<file path="src/rtl/iter_div32_pkg.sv">
package iter_div32_pkg;

    typedef enum logic [1:0] {
        PH_IDLE  = 2'd0,
        PH_SETUP = 2'd1,
        PH_ITER  = 2'd2,
        PH_FIN   = 2'd3
    } div_phase_e;

endpackage

</file>
<file path="src/rtl/iter_div32_prep.sv">
// Operand preparation: corner-case divisor substitution and magnitude forming.
module iter_div32_prep #(
    parameter int DATA_W = 32
) (
    input  logic [DATA_W-1:0] num_i,
    input  logic [DATA_W-1:0] den_i,
    input  logic              sgn_i,
    output logic [DATA_W-1:0] num_mag_o,
    output logic [DATA_W-1:0] den_mag_o,
    output logic              neg_o
);
    localparam logic [DATA_W-1:0] MOST_NEG = {1'b1, {(DATA_W-1){1'b0}}};
    localparam logic [DATA_W-1:0] ALL_ONES = '1;
    localparam logic [DATA_W-1:0] ONE      = DATA_W'(1);

    logic              den_zero;
    logic              ovf_case;
    logic [DATA_W-1:0] den_eff;
    logic              num_neg;
    logic              den_neg;

    always_comb begin
        den_zero  = (den_i == '0);
        ovf_case  = sgn_i && (num_i == MOST_NEG) && (den_i == ALL_ONES);
        den_eff   = (den_zero || ovf_case) ? ONE : den_i;
        num_neg   = sgn_i && num_i[DATA_W-1];
        den_neg   = sgn_i && den_eff[DATA_W-1];
        num_mag_o = num_neg ? (~num_i + ONE) : num_i;
        den_mag_o = den_neg ? (~den_eff + ONE) : den_eff;
        neg_o     = num_neg ^ den_neg;
    end
endmodule

</file>
<file path="src/rtl/iter_div32_step.sv">
// One restoring shift-subtract step producing a single quotient bit.
module iter_div32_step #(
    parameter int DATA_W = 32
) (
    input  logic [DATA_W-1:0] rem_i,
    input  logic [DATA_W-1:0] quo_i,
    input  logic [DATA_W-1:0] den_i,
    output logic [DATA_W-1:0] rem_o,
    output logic [DATA_W-1:0] quo_o
);
    logic [DATA_W:0] shifted;
    logic [DATA_W:0] trial;
    logic            fits;

    always_comb begin
        shifted = {rem_i, quo_i[DATA_W-1]};
        trial   = shifted - {1'b0, den_i};
        fits    = ~trial[DATA_W];
        rem_o   = fits ? trial[DATA_W-1:0] : shifted[DATA_W-1:0];
        quo_o   = {quo_i[DATA_W-2:0], fits};
    end
endmodule

</file>
<file path="src/rtl/iter_div32_fix.sv">
// Applies the result sign to the unsigned quotient magnitude.
module iter_div32_fix #(
    parameter int DATA_W = 32
) (
    input  logic [DATA_W-1:0] mag_i,
    input  logic              neg_i,
    output logic [DATA_W-1:0] res_o
);
    always_comb begin
        res_o = neg_i ? (~mag_i + DATA_W'(1)) : mag_i;
    end
endmodule

</file>
<file path="src/rtl/iter_div32.sv">
module iter_div32
    import iter_div32_pkg::*;
#(
    parameter int DATA_W = 32,
    parameter int IDX_W  = 5
) (
    input  logic              clk,
    input  logic              rst_n,
    input  logic              start_i,
    input  logic              sgn_i,
    input  logic [DATA_W-1:0] dividend_i,
    input  logic [DATA_W-1:0] divisor_i,
    input  logic [IDX_W-1:0]  dest_i,
    output logic              busy_o,
    output logic              done_o,
    output logic [DATA_W-1:0] quotient_o,
    output logic              wr_en_o,
    output logic [IDX_W-1:0]  wr_idx_o
);
    localparam int                CNT_W    = $clog2(DATA_W);
    localparam logic [CNT_W-1:0]  LAST_CNT = CNT_W'(DATA_W - 1);
    localparam int                RUN_W    = $clog2(DATA_W + 2) + 1;
    localparam logic [DATA_W-1:0] MOST_NEG = {1'b1, {(DATA_W-1){1'b0}}};

    typedef struct packed {
        div_phase_e        phase;
        logic [CNT_W-1:0]  cnt;
        logic [DATA_W-1:0] op_a;
        logic [DATA_W-1:0] op_b;
        logic              sgn;
        logic [IDX_W-1:0]  dest;
        logic [DATA_W-1:0] rem;
        logic [DATA_W-1:0] quo;
        logic [DATA_W-1:0] den;
        logic              neg;
        logic [DATA_W-1:0] result;
    } div_state_t;

    div_state_t st_d, st_q;

    logic [DATA_W-1:0] num_mag, den_mag;
    logic              neg_res;
    logic [DATA_W-1:0] step_rem, step_quo;
    logic [DATA_W-1:0] fixed_res;

    iter_div32_prep #(.DATA_W(DATA_W)) prep_i (
        .num_i     (st_q.op_a),
        .den_i     (st_q.op_b),
        .sgn_i     (st_q.sgn),
        .num_mag_o (num_mag),
        .den_mag_o (den_mag),
        .neg_o     (neg_res)
    );

    iter_div32_step #(.DATA_W(DATA_W)) step_i (
        .rem_i (st_q.rem),
        .quo_i (st_q.quo),
        .den_i (st_q.den),
        .rem_o (step_rem),
        .quo_o (step_quo)
    );

    iter_div32_fix #(.DATA_W(DATA_W)) fix_i (
        .mag_i (step_quo),
        .neg_i (st_q.neg),
        .res_o (fixed_res)
    );

    always_comb begin
        st_d = st_q;
        unique case (st_q.phase)
            PH_IDLE, PH_FIN: begin
                st_d.phase = PH_IDLE;
                if (start_i) begin
                    st_d.phase = PH_SETUP;
                    st_d.op_a  = dividend_i;
                    st_d.op_b  = divisor_i;
                    st_d.sgn   = sgn_i;
                    st_d.dest  = dest_i;
                end
            end
            PH_SETUP: begin
                st_d.phase = PH_ITER;
                st_d.cnt   = '0;
                st_d.rem   = '0;
                st_d.quo   = num_mag;
                st_d.den   = den_mag;
                st_d.neg   = neg_res;
            end
            PH_ITER: begin
                st_d.rem = step_rem;
                st_d.quo = step_quo;
                st_d.cnt = st_q.cnt + CNT_W'(1);
                if (st_q.cnt == LAST_CNT) begin
                    st_d.phase  = PH_FIN;
                    st_d.result = fixed_res;
                end
            end
            default: st_d.phase = PH_IDLE;
        endcase
    end

    always_ff @(posedge clk or negedge rst_n) begin
        if (!rst_n) begin
            st_q <= '0;
        end else begin
            st_q <= st_d;
        end
    end

    always_comb begin
        busy_o     = (st_q.phase == PH_SETUP) || (st_q.phase == PH_ITER);
        done_o     = (st_q.phase == PH_FIN);
        quotient_o = st_q.result;
        wr_idx_o   = st_q.dest;
        wr_en_o    = done_o && (st_q.dest != '0);
    end

    // Length of the current busy window, for the timing property.
    logic [RUN_W-1:0] busy_run_q;
    always_ff @(posedge clk or negedge rst_n) begin
        if (!rst_n) begin
            busy_run_q <= '0;
        end else if (busy_o) begin
            busy_run_q <= busy_run_q + RUN_W'(1);
        end else begin
            busy_run_q <= '0;
        end
    end

    assert_no_busy_done_overlap_R5: assert property (@(posedge clk) disable iff (!rst_n)
        !(busy_o && done_o));

    assert_done_single_pulse_R5: assert property (@(posedge clk) disable iff (!rst_n)
        done_o |=> !done_o);

    assert_busy_window_len_R5: assert property (@(posedge clk) disable iff (!rst_n)
        $fell(busy_o) |-> (busy_run_q == RUN_W'(DATA_W + 1)) && done_o);

    assert_ops_frozen_R6: assert property (@(posedge clk) disable iff (!rst_n)
        busy_o |=> $stable(st_q.op_a) && $stable(st_q.op_b) && $stable(st_q.dest));

    assert_write_gated_R7: assert property (@(posedge clk) disable iff (!rst_n)
        wr_en_o |-> done_o && (wr_idx_o != '0));

    assert_zero_div_passthru_R3: assert property (@(posedge clk) disable iff (!rst_n)
        (done_o && (st_q.op_b == '0)) |-> (quotient_o == st_q.op_a));

    assert_most_neg_by_m1_R4: assert property (@(posedge clk) disable iff (!rst_n)
        (done_o && st_q.sgn && (st_q.op_a == MOST_NEG) && (st_q.op_b == '1))
        |-> (quotient_o == MOST_NEG));
endmodule

</file>
<file path="config.mk">
export PLATFORM = sky130hd
export DESIGN_NAME = iter_div32
export DESIGN_NICKNAME = d
export VERILOG_FILES = /design/src/rtl/iter_div32_pkg.sv /design/src/rtl/iter_div32_prep.sv /design/src/rtl/iter_div32_step.sv /design/src/rtl/iter_div32_fix.sv /design/src/rtl/iter_div32.sv
export SDC_FILE = /design/constraint.sdc
export NUM_CORES = 1
export LEC_CHECK = 0
export BUFFER_PORTS_ARGS = -buffer_cell sky130_fd_sc_hd__clkbuf_2
export CORE_AREA = 5 5 163 165
export DETAILED_ROUTE_END_ITERATION = 10
export DIE_AREA = 0 0 168 170
export PLACE_DENSITY = 0.72
export SLEW_MARGIN = 10
export SYNTH_ARGS = -nofsm -noshare
export SYNTH_HDL_FRONTEND = slang
export SYNTH_SLANG_ARGS = --single-unit
</file>
<file path="constraint.sdc">
create_clock -name clk -period 4.35 [get_ports clk]
set_input_delay 0.435 -clock clk [delete_from_list [all_inputs] [get_ports clk]]
set_output_delay 0.435 -clock clk [all_outputs]
set_load 0.05 [all_outputs]
</file>
==> summary.md <==
| Metric | Value |
|---|---|
| Minimum clock period | `4.30 ns` |
| Tightest Hold Check Type | `in2async` |
| Synth Instances | `1321` |
| N_diodes | `0` |
| Max-cap violations | `0` |
| Power per cell area | `813 nW/µm²` |
| Clock H-tree levels | `1` |
| Register area share after synthesis | `42.3%` |
| R2R Setup Slk | `0.05 ns` |
| Clock Latency Late Sink | `0.52 ns` |
| DRC | `0` |
| Cell Rows | `58` |
| Placed insts | `1696` |
| Hold_ws | `0.0355 ns` |
| I/O Buffers | `112` |
| RR Endpoint | `st_q[61]` |
| Post-synth EDFFs | `0` |
| TritonRoute pass-1 iters | `5` |
| Max-slew violation count | `0` |
| Ys flop type | `dfrtp_1` |
| Critical path type | `reg2reg` |
| Fin worst setup slack | `0.0457 ns` |
| Clock transition at path regs | `0.06 ns` |
| ANT nets after route | `0` |
| Worst R2R Path Depth | `17` |
| Fin nets | `1519` |
| Syn. warnings | `0` |
| Required time of the critical path | `4.75 ns` |
| Max_slew headroom | `35.8%` |
| DRT iter0 DRCs | `778` |
| Post-Synthesis Cell Area | `12200 µm²` |
| Detailed Place HPWL | `20.2 mm` |
| CTS Buffer Depth | `3` |
| Share of post-route cells with drive strength above 1 | `22.6%` |
| Vias | `9674` |
| Critical Path Source | `st_q[169]` |
| Die height | `170 µm` |
| Fin cells | `1752` |
| Ratio of final minimum period to clock period | `98.9%` |
| Synth Register Bits | `206` |
| Avg WL per Cell | `16.3 µm` |
| Final Skew | `0.0204 ns` |
| Asr flop ratio synth | `100%` |
| Place WS | `-0.198 ns` |
| Crit-path max FO | `5` |
| Final setup TNS | `0 ns` |
| RR Startpoint | `st_q[169]` |
| Number of CTS-inserted buffers | `24` |
| Mean post-synth cell area | `9.22 µm²` |
| Grt total ovfl | `0` |
| Die area | `28600 µm²` |
| Peak Freq | `0.232 GHz` |
| Root Driver | `clkbuf_16` |
| Routed WL | `28.5 mm` |
| CTS tree | `done` |
| Top Ports | `113` |
| Initial Utilization | `48.9%` |
| Worst vdd ir | `0.569 mV` |
| Endpoint type of the worst setup path | `register` |
| GRT Resource Usage Total | `19.6%` |
| Final Hold Viols | `0` |
| Area grow syn2layout | `15.7%` |
| Die width | `168 µm` |
| Vias in the first global route | `9242` |
| RD Place Congestion | `0.877` |
| Crit path DAT | `4.70 ns` |
| Count of final setup violators | `0` |
| Syn Nets | `1435` |
| Tightest Pin Transition | `0.963 ns` |
| Leak | `6.38 nW` |
| Outcome | `finished, final reports clean` |
| Clock Sinks | `206` |
| Synth cell types | `66` |
| Largest net degree at the start of global routing | `113` |
| Initial antenna violation count | `0` |
| Startpoint Class | `register` |
| First-pass GRT wire length | `47.5 mm` |
| Core area | `24900 µm²` |
| RSZ-0062 raised after global routing | `true` |
| Routed vias/inst | `5.52` |
-- metrics by stage --
step           area [µm²]  util [%]  power (W)
4_1_cts             13800      55.5     0.0113
6_report            14100      56.6     0.0115
3_3_place_gp        12900      51.9    0.00889
2_1_floorplan       12200         -    0.00764
3_5_place_dp        12900      51.9    0.00905
5_1_grt             14100      56.6     0.0123
-- flip-flops by register name (all words and copies together) (netlist names) --
signal	count
st_q	169
quotient_o	32
wr_idx_o	5
-- logic make-up after synthesis --
| kind of cell | share of synthesized area, % |
|---|---|
| AND/OR/NAND/NOR | 14.1 |
| AO/OA/AOI/OAI | 17.5 |
| flip-flops | 42.3 |
| buffers and inverters | 5.98 |
| XOR/XNOR | 8.06 |
| multiplexers | 7.75 |
| adder cells (fa/ha/maj) | 4.27 |
-- worst max-delay path, cell delays in order, from the launching register on --
cell,delay (ns)
dfrtp_1,0.38
or4_4,0.57
nor3_4,0.23
nand3_2,0.13
nor2_4,0.17
nand2_4,0.09
nor4_4,0.36
nor2_1,0.09
nand2_1,0.07
ha_2,0.18
nand3b_1,0.15
nor4_4,0.26
and2_4,0.21
nand3b_1,0.11
or4_4,0.55
o41ai_4,0.32
xor2_1,0.22
a21oi_1,0.09
-- synthesized netlist by cell type, types with 8 or more instances --
cell type	count	area share, %
o21ai_0	127	5.2
buf_1	13	0.40
a21oi_1	126	5.2
nor4_1	8	0.41
mux2i_1	11	0.90
nor2_1	106	3.3
a21o_1	17	1.0
or4_1	8	0.49
inv_1	52	1.6
nand2b_1	11	0.57
o21ai_1	8	0.33
nor3_1	17	0.70
xnor2_1	43	3.1
dfrtp_1	206	42
o31ai_1	18	1.1
buf_4	41	2.5
nor2b_1	8	0.41
o41ai_1	8	0.58
xor2_1	69	5.0
ha_1	40	4.1
nand4_1	12	0.62
clkbuf_1	38	1.2
or3_1	17	0.87
nand2_1	138	4.3
mux2_2	74	6.8
-- placed cells by master, fill, tap and decap left out, types with 11 or more instances in the layout --
master and n:
o31ai_1 16, mux2i_1 11, nor3_1 14, nand2_1 134, a21o_1 17, or3_1 15, ha_1 36, dfrtp_1 206
buf_4 43, inv_1 52, xnor2_1 42, clkbuf_2 111, nand4_1 12, a21oi_1 126, clkbuf_16 25, nor2_1 105
mux2_2 74, o21ai_0 125, xor2_1 69
-- routing by layer --
layer  GRT usage [%]  vias to the layer above  routed length, µm
li1                -                     4773                  -
met1            30.6                     4565              14300
met2            28.5                      287              12000
met3            3.09                       49               1660
met4            5.08                        0                624
met5               0                        -                  0
-- power by group --
| group | internal [W] | total (W) | switching [W] |
|---|---|---|---|
| Combinational | 0.00235 | 0.00566 | 0.00331 |
| Sequential | 0.00269 | 0.00362 | 0.000926 |
| Clock | 0.00140 | 0.00217 | 0.000775 |
-- worst max path at each step --
| stage | to | slack [ns] |
|---|---|---|
| final | st_q[61] | 0.05 |
| after global routing | st_q[57] | -0.13 |
| after CTS | st_q[61] | 0.02 |
| after detailed placement | st_q[61] | -0.20 |
| after global placement | st_q[61] | -0.06 |
| after floorplan | quotient_o[30] | 0.03 |
-- cell type report --
cell class	count	area, µm²
clock buffers	34	729
clock inverters	9	145
fillers	2163	10800
inverters	53	199
multi-input cells	964	6540
flip-flops and latches	206	5150
well taps	330	413
repair buffers	156	912
-- timing repair --
action / CTS / global route
buffers inserted: 0 / 13
resized for setup: 5 / 34
endpoints found under the setup margin: 4 / 10
pin swaps: 1 / 19
hold buffers: 0 / 0
Power figures use the tool's default switching activity.
